$ cat src/rtl/orec_pkg.sv
package orec_pkg;
    typedef enum logic [1:0] {
        ST_FREE   = 2'd0,
        ST_SHARED = 2'd1,
        ST_EXCL   = 2'd2
    } own_e;

    typedef enum logic [1:0] {
        OP_RD   = 2'd0,
        OP_WR   = 2'd1,
        OP_REL  = 2'd2,
        OP_NONE = 2'd3
    } op_e;
endpackage

$ cat src/rtl/orec_hash.sv
module orec_hash #(
    parameter int ADDR_W = 16,
    parameter int IDX_W  = 6
) (
    input  logic [ADDR_W-1:0] addr,
    output logic [IDX_W-1:0]  idx
);
    localparam int N_CHUNK = (ADDR_W + IDX_W - 1) / IDX_W;
    localparam int PAD_W   = N_CHUNK * IDX_W;

    logic [PAD_W-1:0] padded;

    always_comb begin
        padded = '0;
        padded[ADDR_W-1:0] = addr;
        idx = '0;
        for (int c = 0; c < N_CHUNK; c++) begin
            idx = idx ^ padded[c*IDX_W +: IDX_W];
        end
    end
endmodule

$ cat src/rtl/orec_table.sv
module orec_table
    import orec_pkg::*;
#(
    parameter int N_REC = 64,
    parameter int IDX_W = 6,
    parameter int CNT_W = 6,
    parameter int TID_W = 4
) (
    input  logic             clk,
    input  logic             rst_n,
    input  logic             req_valid,
    input  op_e              req_op,
    input  logic [IDX_W-1:0] req_idx,
    input  logic [TID_W-1:0] req_tid,
    input  logic [IDX_W-1:0] chk_idx,
    output own_e             chk_state,
    output logic             upd_fire,
    output logic [IDX_W-1:0] upd_idx,
    output logic             rsp_valid,
    output logic             rsp_grant
);
    localparam logic [CNT_W-1:0] CNT_MAX = {CNT_W{1'b1}};
    localparam logic [CNT_W-1:0] CNT_ONE = CNT_W'(1);

    typedef struct packed {
        own_e             st;
        logic [CNT_W-1:0] cnt;
        logic [TID_W-1:0] tid;
        logic             sole;
    } rec_t;

    typedef struct packed {
        rec_t [N_REC-1:0] tbl;
        logic             rsp_v;
        logic             rsp_g;
    } tbl_t;

    localparam rec_t REC_FREE = '{st: ST_FREE, cnt: '0, tid: '0, sole: 1'b0};

    tbl_t s_d, s_q;
    rec_t cur, nxt;
    logic grant;

    always_comb begin
        s_d   = s_q;
        cur   = s_q.tbl[req_idx];
        nxt   = cur;
        grant = 1'b0;
        if (req_valid) begin
            case (req_op)
                OP_RD: begin
                    if (cur.st == ST_FREE) begin
                        nxt   = '{st: ST_SHARED, cnt: CNT_ONE, tid: req_tid, sole: 1'b1};
                        grant = 1'b1;
                    end else if (cur.st == ST_SHARED && cur.cnt != CNT_MAX) begin
                        nxt.cnt = cur.cnt + CNT_ONE;
                        grant   = 1'b1;
                    end
                end
                OP_WR: begin
                    if (cur.st == ST_FREE ||
                        (cur.st == ST_SHARED && cur.cnt == CNT_ONE &&
                         cur.sole && cur.tid == req_tid)) begin
                        nxt   = '{st: ST_EXCL, cnt: '0, tid: req_tid, sole: 1'b0};
                        grant = 1'b1;
                    end
                end
                OP_REL: begin
                    if (cur.st == ST_EXCL && cur.tid == req_tid) begin
                        nxt   = REC_FREE;
                        grant = 1'b1;
                    end else if (cur.st == ST_SHARED) begin
                        grant = 1'b1;
                        if (cur.cnt == CNT_ONE) begin
                            nxt = REC_FREE;
                        end else begin
                            nxt.cnt = cur.cnt - CNT_ONE;
                            if (cur.tid == req_tid) nxt.sole = 1'b0;
                        end
                    end
                end
                default: ;
            endcase
        end
        if (grant) s_d.tbl[req_idx] = nxt;
        s_d.rsp_v = req_valid;
        s_d.rsp_g = grant;
    end

    always_ff @(posedge clk) begin
        if (!rst_n) begin
            s_q.tbl   <= {N_REC{REC_FREE}};
            s_q.rsp_v <= 1'b0;
            s_q.rsp_g <= 1'b0;
        end else begin
            s_q <= s_d;
        end
    end

    assign chk_state = s_q.tbl[chk_idx].st;
    assign upd_fire  = grant;
    assign upd_idx   = req_idx;
    assign rsp_valid = s_q.rsp_v;
    assign rsp_grant = s_q.rsp_g;
endmodule

$ cat src/rtl/orec_watch.sv
module orec_watch #(
    parameter int N_HW  = 4,
    parameter int HW_W  = 2,
    parameter int N_REC = 64,
    parameter int IDX_W = 6
) (
    input  logic             clk,
    input  logic             rst_n,
    input  logic             begin_v,
    input  logic [HW_W-1:0]  begin_id,
    input  logic             add_v,
    input  logic [HW_W-1:0]  add_id,
    input  logic [IDX_W-1:0] add_idx,
    input  logic             upd_fire,
    input  logic [IDX_W-1:0] upd_idx,
    output logic [N_HW-1:0]  fail
);
    typedef struct packed {
        logic [N_HW-1:0][N_REC-1:0] watch;
        logic [N_HW-1:0]            fail;
    } watch_t;

    watch_t w_d, w_q;

    always_comb begin
        w_d = w_q;
        for (int h = 0; h < N_HW; h++) begin
            if (begin_v && begin_id == HW_W'(h)) begin
                w_d.watch[h] = '0;
                w_d.fail[h]  = 1'b0;
            end
            if (add_v && add_id == HW_W'(h)) w_d.watch[h][add_idx] = 1'b1;
            if (upd_fire && w_d.watch[h][upd_idx]) w_d.fail[h] = 1'b1;
        end
    end

    always_ff @(posedge clk) begin
        if (!rst_n) w_q <= '0;
        else        w_q <= w_d;
    end

    assign fail = w_q.fail;
endmodule

$ cat src/rtl/orec_guard.sv
module orec_guard
    import orec_pkg::*;
#(
    parameter int ADDR_W = 16,
    parameter int N_REC  = 64,
    parameter int CNT_W  = 6,
    parameter int TID_W  = 4,
    parameter int N_HW   = 4,
    parameter int SW_W   = 8
) (
    input  logic              clk,
    input  logic              rst_n,
    input  logic              req_valid,
    input  logic [1:0]        req_op,
    input  logic [ADDR_W-1:0] req_addr,
    input  logic [TID_W-1:0]  req_tid,
    output logic              rsp_valid,
    output logic              rsp_grant,
    input  logic              chk_valid,
    input  logic              chk_write,
    input  logic [ADDR_W-1:0] chk_addr,
    input  logic [$clog2(N_HW)-1:0] chk_hw,
    output logic              chk_done,
    output logic              chk_ok,
    input  logic              hw_begin,
    input  logic [$clog2(N_HW)-1:0] hw_begin_id,
    output logic [N_HW-1:0]   hw_fail,
    input  logic              sw_inc,
    input  logic              sw_dec
);
    localparam int IDX_W = $clog2(N_REC);
    localparam int HW_W  = $clog2(N_HW);
    localparam logic [SW_W-1:0] SW_MAX = {SW_W{1'b1}};

    typedef struct packed {
        logic [SW_W-1:0] sw_cnt;
        logic            chk_v;
        logic            chk_r;
    } top_t;

    top_t t_d, t_q;
    logic [IDX_W-1:0] req_idx, chk_idx, upd_idx;
    own_e             chk_state;
    logic             upd_fire;
    logic             sw_idle;
    logic [SW_W-1:0]  sw_cnt_q;

    orec_hash #(.ADDR_W(ADDR_W), .IDX_W(IDX_W)) u_hash_req (.addr(req_addr), .idx(req_idx));
    orec_hash #(.ADDR_W(ADDR_W), .IDX_W(IDX_W)) u_hash_chk (.addr(chk_addr), .idx(chk_idx));

    orec_table #(.N_REC(N_REC), .IDX_W(IDX_W), .CNT_W(CNT_W), .TID_W(TID_W)) u_table (
        .clk(clk), .rst_n(rst_n),
        .req_valid(req_valid), .req_op(op_e'(req_op)), .req_idx(req_idx), .req_tid(req_tid),
        .chk_idx(chk_idx), .chk_state(chk_state),
        .upd_fire(upd_fire), .upd_idx(upd_idx),
        .rsp_valid(rsp_valid), .rsp_grant(rsp_grant)
    );

    orec_watch #(.N_HW(N_HW), .HW_W(HW_W), .N_REC(N_REC), .IDX_W(IDX_W)) u_watch (
        .clk(clk), .rst_n(rst_n),
        .begin_v(hw_begin), .begin_id(hw_begin_id),
        .add_v(chk_valid && !sw_idle), .add_id(chk_hw), .add_idx(chk_idx),
        .upd_fire(upd_fire), .upd_idx(upd_idx),
        .fail(hw_fail)
    );

    assign sw_idle = (t_q.sw_cnt == '0);

    always_comb begin
        t_d = t_q;
        if (sw_inc && !sw_dec && t_q.sw_cnt != SW_MAX) t_d.sw_cnt = t_q.sw_cnt + 1'b1;
        if (sw_dec && !sw_inc && !sw_idle)             t_d.sw_cnt = t_q.sw_cnt - 1'b1;
        t_d.chk_v = chk_valid;
        if (sw_idle)        t_d.chk_r = 1'b1;
        else if (chk_write) t_d.chk_r = (chk_state == ST_FREE);
        else                t_d.chk_r = (chk_state != ST_EXCL);
    end

    always_ff @(posedge clk) begin
        if (!rst_n) t_q <= '0;
        else        t_q <= t_d;
    end

    assign chk_done = t_q.chk_v;
    assign chk_ok   = t_q.chk_r;
    assign sw_cnt_q = t_q.sw_cnt;
endmodule

$ cat config.mk
export PLATFORM = sky130hd
export DESIGN_NAME = orec_guard
export DESIGN_NICKNAME = d
export VERILOG_FILES = /design/src/rtl/orec_pkg.sv /design/src/rtl/orec_hash.sv /design/src/rtl/orec_table.sv /design/src/rtl/orec_watch.sv /design/src/rtl/orec_guard.sv
export SDC_FILE = /design/constraint.sdc
export NUM_CORES = 2
export LEC_CHECK = 0
export BUFFER_PORTS_ARGS = -buffer_cell sky130_fd_sc_hd__buf_2
export CAP_MARGIN = 10
export CELL_PAD_IN_SITES_DETAIL_PLACEMENT = 0
export CELL_PAD_IN_SITES_GLOBAL_PLACEMENT = 1
export CORE_ASPECT_RATIO = 0.75
export CORE_MARGIN = 2
export CORE_UTILIZATION = 35
export DETAILED_ROUTE_END_ITERATION = 16
export GPL_TIMING_DRIVEN = 0
export PLACE_DENSITY_LB_ADDON = 0.1
export RECOVER_POWER = 25
export SETUP_SLACK_MARGIN = 0.2
export SLEW_MARGIN = 20
export SYNTH_ARGS = -nofsm -noshare
export SYNTH_HDL_FRONTEND = slang
export SYNTH_SLANG_ARGS = --single-unit
$ cat constraint.sdc
create_clock -name clk -period 14.3 [get_ports clk]
set_clock_uncertainty 0.05 [all_clocks]
set_input_delay 2.145 -clock clk [delete_from_list [all_inputs] [get_ports clk]]
set_output_delay 2.145 -clock clk [all_outputs]
set_load 0.05 [all_outputs]
; Yosys cells after proc, flatten, opt, wreduce, memory -nomap -nowiden
; Index checks and enable logic that the tools add are counted.
[word_totals]
register_bits = 1104
output_inout_bits = 8
wordCells = 397
[classes]
addsub = 4
magnitude_cmp = 4
eq_ne = 15
muxes = 58
bitwise = 8
reduce_logical = 39
[op_table]
columns = cell, n
row1 = 832-bit bitwise mux, 1
row2 = 64-bit 2-to-1 mux, 8
row3 = 64-bit OR, 4
row4 = 13-bit binary-select mux with 6-bit select, 2
row5 = 13-bit 2-to-1 mux, 7
row6 = 13-bit demux with 6-bit select, 1
row7 = 13-bit case mux with 3 select lines, 1
row8 = 1-bit binary-select mux with 6-bit select, 4
row9 = 1-bit logical AND, 24
row10 = 1-bit 2-to-1 mux, 23
row11 = 6-bit 2-to-1 mux, 3
row12 = 8-bit 2-to-1 mux, 2
row13 = "6-bit by 7-bit < comparator with 1-bit output, second input constant", 2
row14 = "2-bit == test, second input constant", 6
row15 = "6-bit by 1-bit greater-or-equal comparator with 1-bit output, second input constant", 2
row16 = 6-bit by 4-bit XOR with 6-bit output, 2
row17 = 6-bit XOR, 2
row18 = 2-bit zero test, 5
row19 = 2-bit nonzero test, 5
row20 = "8-bit by 1-bit adder with 8-bit output, second input constant", 1
row21 = "2-bit by 1-bit == test with 1-bit output, second input constant", 4
row22 = 8-bit zero test, 1
row23 = "8-bit != test, second input constant", 1
row24 = "8-bit by 1-bit subtractor with 8-bit output, second input constant", 1
row25 = other kinds (13), 16

; Logic depth before layout (Yosys ltp)
[logic_depth]
depth_word = 14
ltp_mapped = 28
depth_no_buf = 16

; By module
; Synthesis repeated with hierarchy kept, for this count alone.
[hier_totals]
cells_unflattened = 5532
hier_area_um2 = 50766.2
[modules_own_cells]
columns = mod, n_inst, cells_each, area_each_um2, seq_area_each_um2
row1 = orec_table, 1, 4141, 37708.7, 16696.0
row2 = orec_watch, 1, 1305, 12177.9, 5205.0
row3 = orec_guard, 1, 74, 654.4, 200.2
row4 = orec_hash, 2, 6, 112.6, 0.0

; Worst setup path after synthesis
; OpenSTA, ideal clock, no wires.
[synth_path]
path_type = input to register
from = input req_addr[12]
to = register u_table.s_q[489] (netlist bit)
setup_time_ns = 0.128
t_arrival_ns = 7.107
required_ns = 14.122
slack_ns = 7.015
stages = 27
n_path_buf = 11
cell_sequence = xor3_1 -> buf_4 -> buf_6 -> buf_6 -> buf_4 -> buf_6 -> buf_4 -> buf_4 -> buf_4 -> mux2i_1 -> a2bb2oi_1 -> o22ai_1 -> a2111oi_0 -> o2111ai_1 -> nor2_1 -> ha_1 -> inv_1 -> a31oi_1 -> and4_1 -> and2_0 -> buf_2 -> nand4_2 -> buf_4 -> buf_2 -> a311oi_4 -> mux2i_1 -> nor2_1
[synth_between]
elab_chain_cells = 12
word_cells_on_any_way = 38
classes_between = add/sub (2) / order compare (2) / eq/ne (5) / mux (20) / bitwise (1) / reduce/logical (8)
[synth_rtl]
columns = item, line_no
row1 = "start, declared", orec_guard.sv:15  ; input logic [ADDR_W-1:0] req_addr,
row2 = 6-bit by 4-bit XOR with 6-bit output (*), orec_hash.sv:18  ; idx = idx ^ padded[c*IDX_W +: IDX_W];
row3 = branches (longest 11 deep; another with 6-bit by 1-bit subtractor with 6-bit output), -
row4 = "end, declared", orec_table.sv:40  ; tbl_t s_d, s_q;
; Every way passes the cells marked *. The select of a mux whose other input is x is not followed.
; A chain may end at the register's enable or synchronous reset.

; Final worst setup path
[layout_path]
from = input req_addr[12]
to = register u_table.s_q[533] (netlist bit)
[layout_between]
elab_chain_cells = 12
word_cells_on_any_way = 35
classes_between = order compare (2) / eq/ne (5) / mux (19) / bitwise (1) / reduce/logical (8)
[layout_rtl]
columns = item, line_no
row1 = 6-bit by 4-bit XOR with 6-bit output (*), orec_hash.sv:18
row2 = 13-bit binary-select mux with 6-bit select, orec_table.sv:46  ; cur = s_q.tbl[req_idx];
row3 = 13-bit 2-to-1 mux (not written as such), orec_table.sv:46
row4 = 6-bit by 1-bit == test with 1-bit output / 2-bit by 1-bit == test with 1-bit output (equally long branches), -
row5 = 1-bit logical AND (2 in series), orec_table.sv:62  ; (cur.st == ST_SHARED && cur.cnt == CNT_ONE &&
row6 = 1-bit logical AND, orec_table.sv:63  ; cur.sole && cur.tid == req_tid)) begin
row7 = 1-bit logical OR, orec_table.sv:61  ; if (cur.st == ST_FREE ||
row8 = 13-bit 2-to-1 mux, orec_table.sv:61
row9 = 13-bit case mux with 3 select lines, orec_table.sv:50  ; case (req_op)
row10 = 13-bit 2-to-1 mux, orec_table.sv:49  ; if (req_valid) begin
row11 = 832-bit bitwise mux, orec_table.sv:85  ; if (grant) s_d.tbl[req_idx] = nxt;
; Mark *: on every way between the ends. The rest lies on a longest branch, timed or not. The select of a mux whose other input is x is not followed.

==> results.txt <==
status = finished with violations
failing checks = max-capacitance violations, max-slew violations
GRT Total Usage = 0.4637
I/O Pins = 58
total of max-cap violations = 15
Buffers on Ports = 55
Pwr per Cell Area = 156.2 nW/um2
Initial Util = 0.3521
worst r2r src = u_table.s_q[540]
worst slack, placed = 1.385 ns
gr ovfl total = 0
global placement routability congestion = 1.026
Rows = 120
core area = 142600 um2
final setup violation count = 0
Slew headroom = -0.2690
Tightest Pin Transition = 1.903 ns
worst skew pair latency = 0.80 ns
vias per cell = 6.850
largest net degree at the start of global routing = 16
min Tclk post-route = 13.13 ns
Die Y = 332.1 um
TritonCTS buffer count = 117
syn nets = 5890
Layout area overhead = 15.65%
final hold slack = 0.4083 ns
Async SR Flop Fraction = 0
Slowest-stage cell, CP = a311oi_1
slowest stage delay, CP = 1.39 ns
Top FF cell, synth = dfxtp_1
Die W = 441.4 um
fin worst setup slack = 1.168 ns
total power = 9.075 mW
Sink Count = 1104
Setup TNS Final = 0 ns
post-route ant nets = 0
antenna violations before repair = 59
first-pass GRT wire length = 458.3 mm
Avg Inst Size Synth = 8.614 um2
post-CTS setup buffer count = 0
unrepaired setup endpoints after global routing = false
First-pass DRT Iterations = 6
type of the worst setup path = input pin to flop
Synth Cell Area = 50220 um2
post-synthesis cell type count = 91
vias in the first global route = 48.26k
VDD IR max = 0.0001064 V
layout cell share with drive strength beyond 1 = 0.1209
leak pwr = 19.96 nW
routed length per placed instance = 43.73 um
filler cell count = 14.68k
CP startpoint = req_addr[12]
Post-synth EDFFs = 0
Hold Crit Class = flop to flop
clk buf depth = 3
H-tree Lvls = 3
most frequent cells in the layout = dfxtp_1, nand2_1, o21ai_0
final core utilization = 0.4072
crit path capture type = flop
Setup crit start kind = input pin
sequential share of the synthesized area = 0.4401
Root Driver = clkbuf_16
Final Cycle Share = 0.9183
Worst-path clk slew = 0.06 ns
critical path peak fanout = 12
Req. time, crit path = 14.95 ns
Worst path most repeated cell = buf_4
most common cell after layout, fill and taps aside = dfxtp_1
Worst Path Arrival = 13.78 ns
Max Slew Vio Count = 151
worst hold start = u_table.s_q[309]
Synth Instances = 5830
Final nets = 6109
DRT iter0 DRCs = 10.59k
fmax = 76.15 MHz
yosys warns = 0
Die ar. = 146600 um2
leading area contributor after synthesis = dfxtp_1
hold buffers post-CTS = 0
Residual DRC = 0
Routed WL = 352.8 mm
DP Wirelength = 258.9 mm
Via Count = 55.27k
endpoints failing hold = 0
top-area cell type share of the netlist area = 0.4401
Synth area leaders = dfxtp_1, mux2i_1, a22oi_1, o21ai_0, nand2_1
cts repair resizes = 0
CTS tree = done
Synth Register Bits = 1104
[where the power goes]
group	leakage, nW	internal, mW	switching, mW	total, mW
combinational	9.12	0.489	2.21	2.69
sequential	8.89	3.09	0.0138	3.11
clock	1.95	1.82	1.45	3.27
total	20.0	5.40	3.67	9.07
[routing by layer]
layer | GRT usage | wire length (um) | vias up
met1 | 0.6829 | 153700 | 28060
met3 | 0.2258 | 57910 | 684
met5 | 0.01481 | 552 | -
met4 | 0.1428 | 12710 | 39
met2 | 0.5715 | 127900 | 4521
li1 | - | - | 21970
[layout make-up]
cell class | instances | area [um2] | share of cell area
diodes | 32 | 80.08 | 0.001379
plain buffers | 595 | 2788 | 0.04800
clock buffers | 177 | 3526 | 0.06071
clock inverters | 38 | 415.4 | 0.007152
inverters | 14 | 52.55 | 0.0009048
multi-input cells | 4117 | 25850 | 0.4451
flip-flops and latches | 1104 | 22100 | 0.3805
well taps | 1891 | 2366 | 0.04074
repair buffers | 100 | 899.6 | 0.01549
[stage by stage]
stage | instances | cell area [um2]
final | 8068 | 58080
after global routing | 8039 | 58010
after CTS | 8033 | 58040
after detailed placement | 7818 | 54100
after global placement | 7776 | 52860
after floorplan | 5830 | 50220
[cells in the mapped netlist (14+ instances only)]
cell type and n:
o22ai_1 163, a32o_1 19, a2bb2oi_1 17, nand4_1 34, xnor2_1 19, o21ai_0 507
a31oi_1 45, nand2_1 669, nand3b_1 60, buf_4 50, a31oi_2 15, a22o_1 15
nand3_1 173, a311oi_1 20, a311oi_4 14, nor2_1 514, nor3_1 55, buf_1 35
mux2_2 27, a211oi_1 86, a221oi_1 61, mux2i_1 316, nor4_1 26, a2111oi_0 31
clkbuf_1 330, a22oi_1 354, o221ai_1 43, a21oi_1 487, dfxtp_1 1104, a311oi_2 50
o21ai_1 37, and2_1 56, buf_2 170, a32oi_1 26
[cells by family after synthesis]
logic type	Yosys count	synth area share
flops	1104	0.4401
mux	354	0.07352
fa+ha+maj	10	0.002641
buf+inv	609	0.05498
xor+xnor	38	0.008944
compound gates	2074	0.2765
simple gates	1641	0.1433
[state kept, by name (all words and copies together), names as in the netlist]
| register | flops |
|---|---|
| u_table.s_q | 832 |
| u_watch.w_q | 256 |
| sw_cnt_q | 8 |
| u_watch.fail | 4 |
| chk_done | 1 |
| chk_ok | 1 |
| u_table.rsp_grant | 1 |
| u_table.rsp_valid | 1 |
[critical path, delay by kind of cell]
family          cells  cell delay [ns]
buf+inv            15             4.55
compound gates      7             4.42
simple gates        5             1.59
xor+xnor            1             0.50
fa+ha+maj           1             0.24
mux                 1             0.14
[path summary, 6_finish.rpt]
check	to	slack, ns	cells after the start
min reg2reg	u_table.s_q[309]	0.41	2
min	u_table.s_q[309]	0.41	2
max	u_table.s_q[533]	1.17	30
max reg2reg	u_table.s_q[533]	5.97	20
No activity file was read; power rests on OpenSTA's default activity.
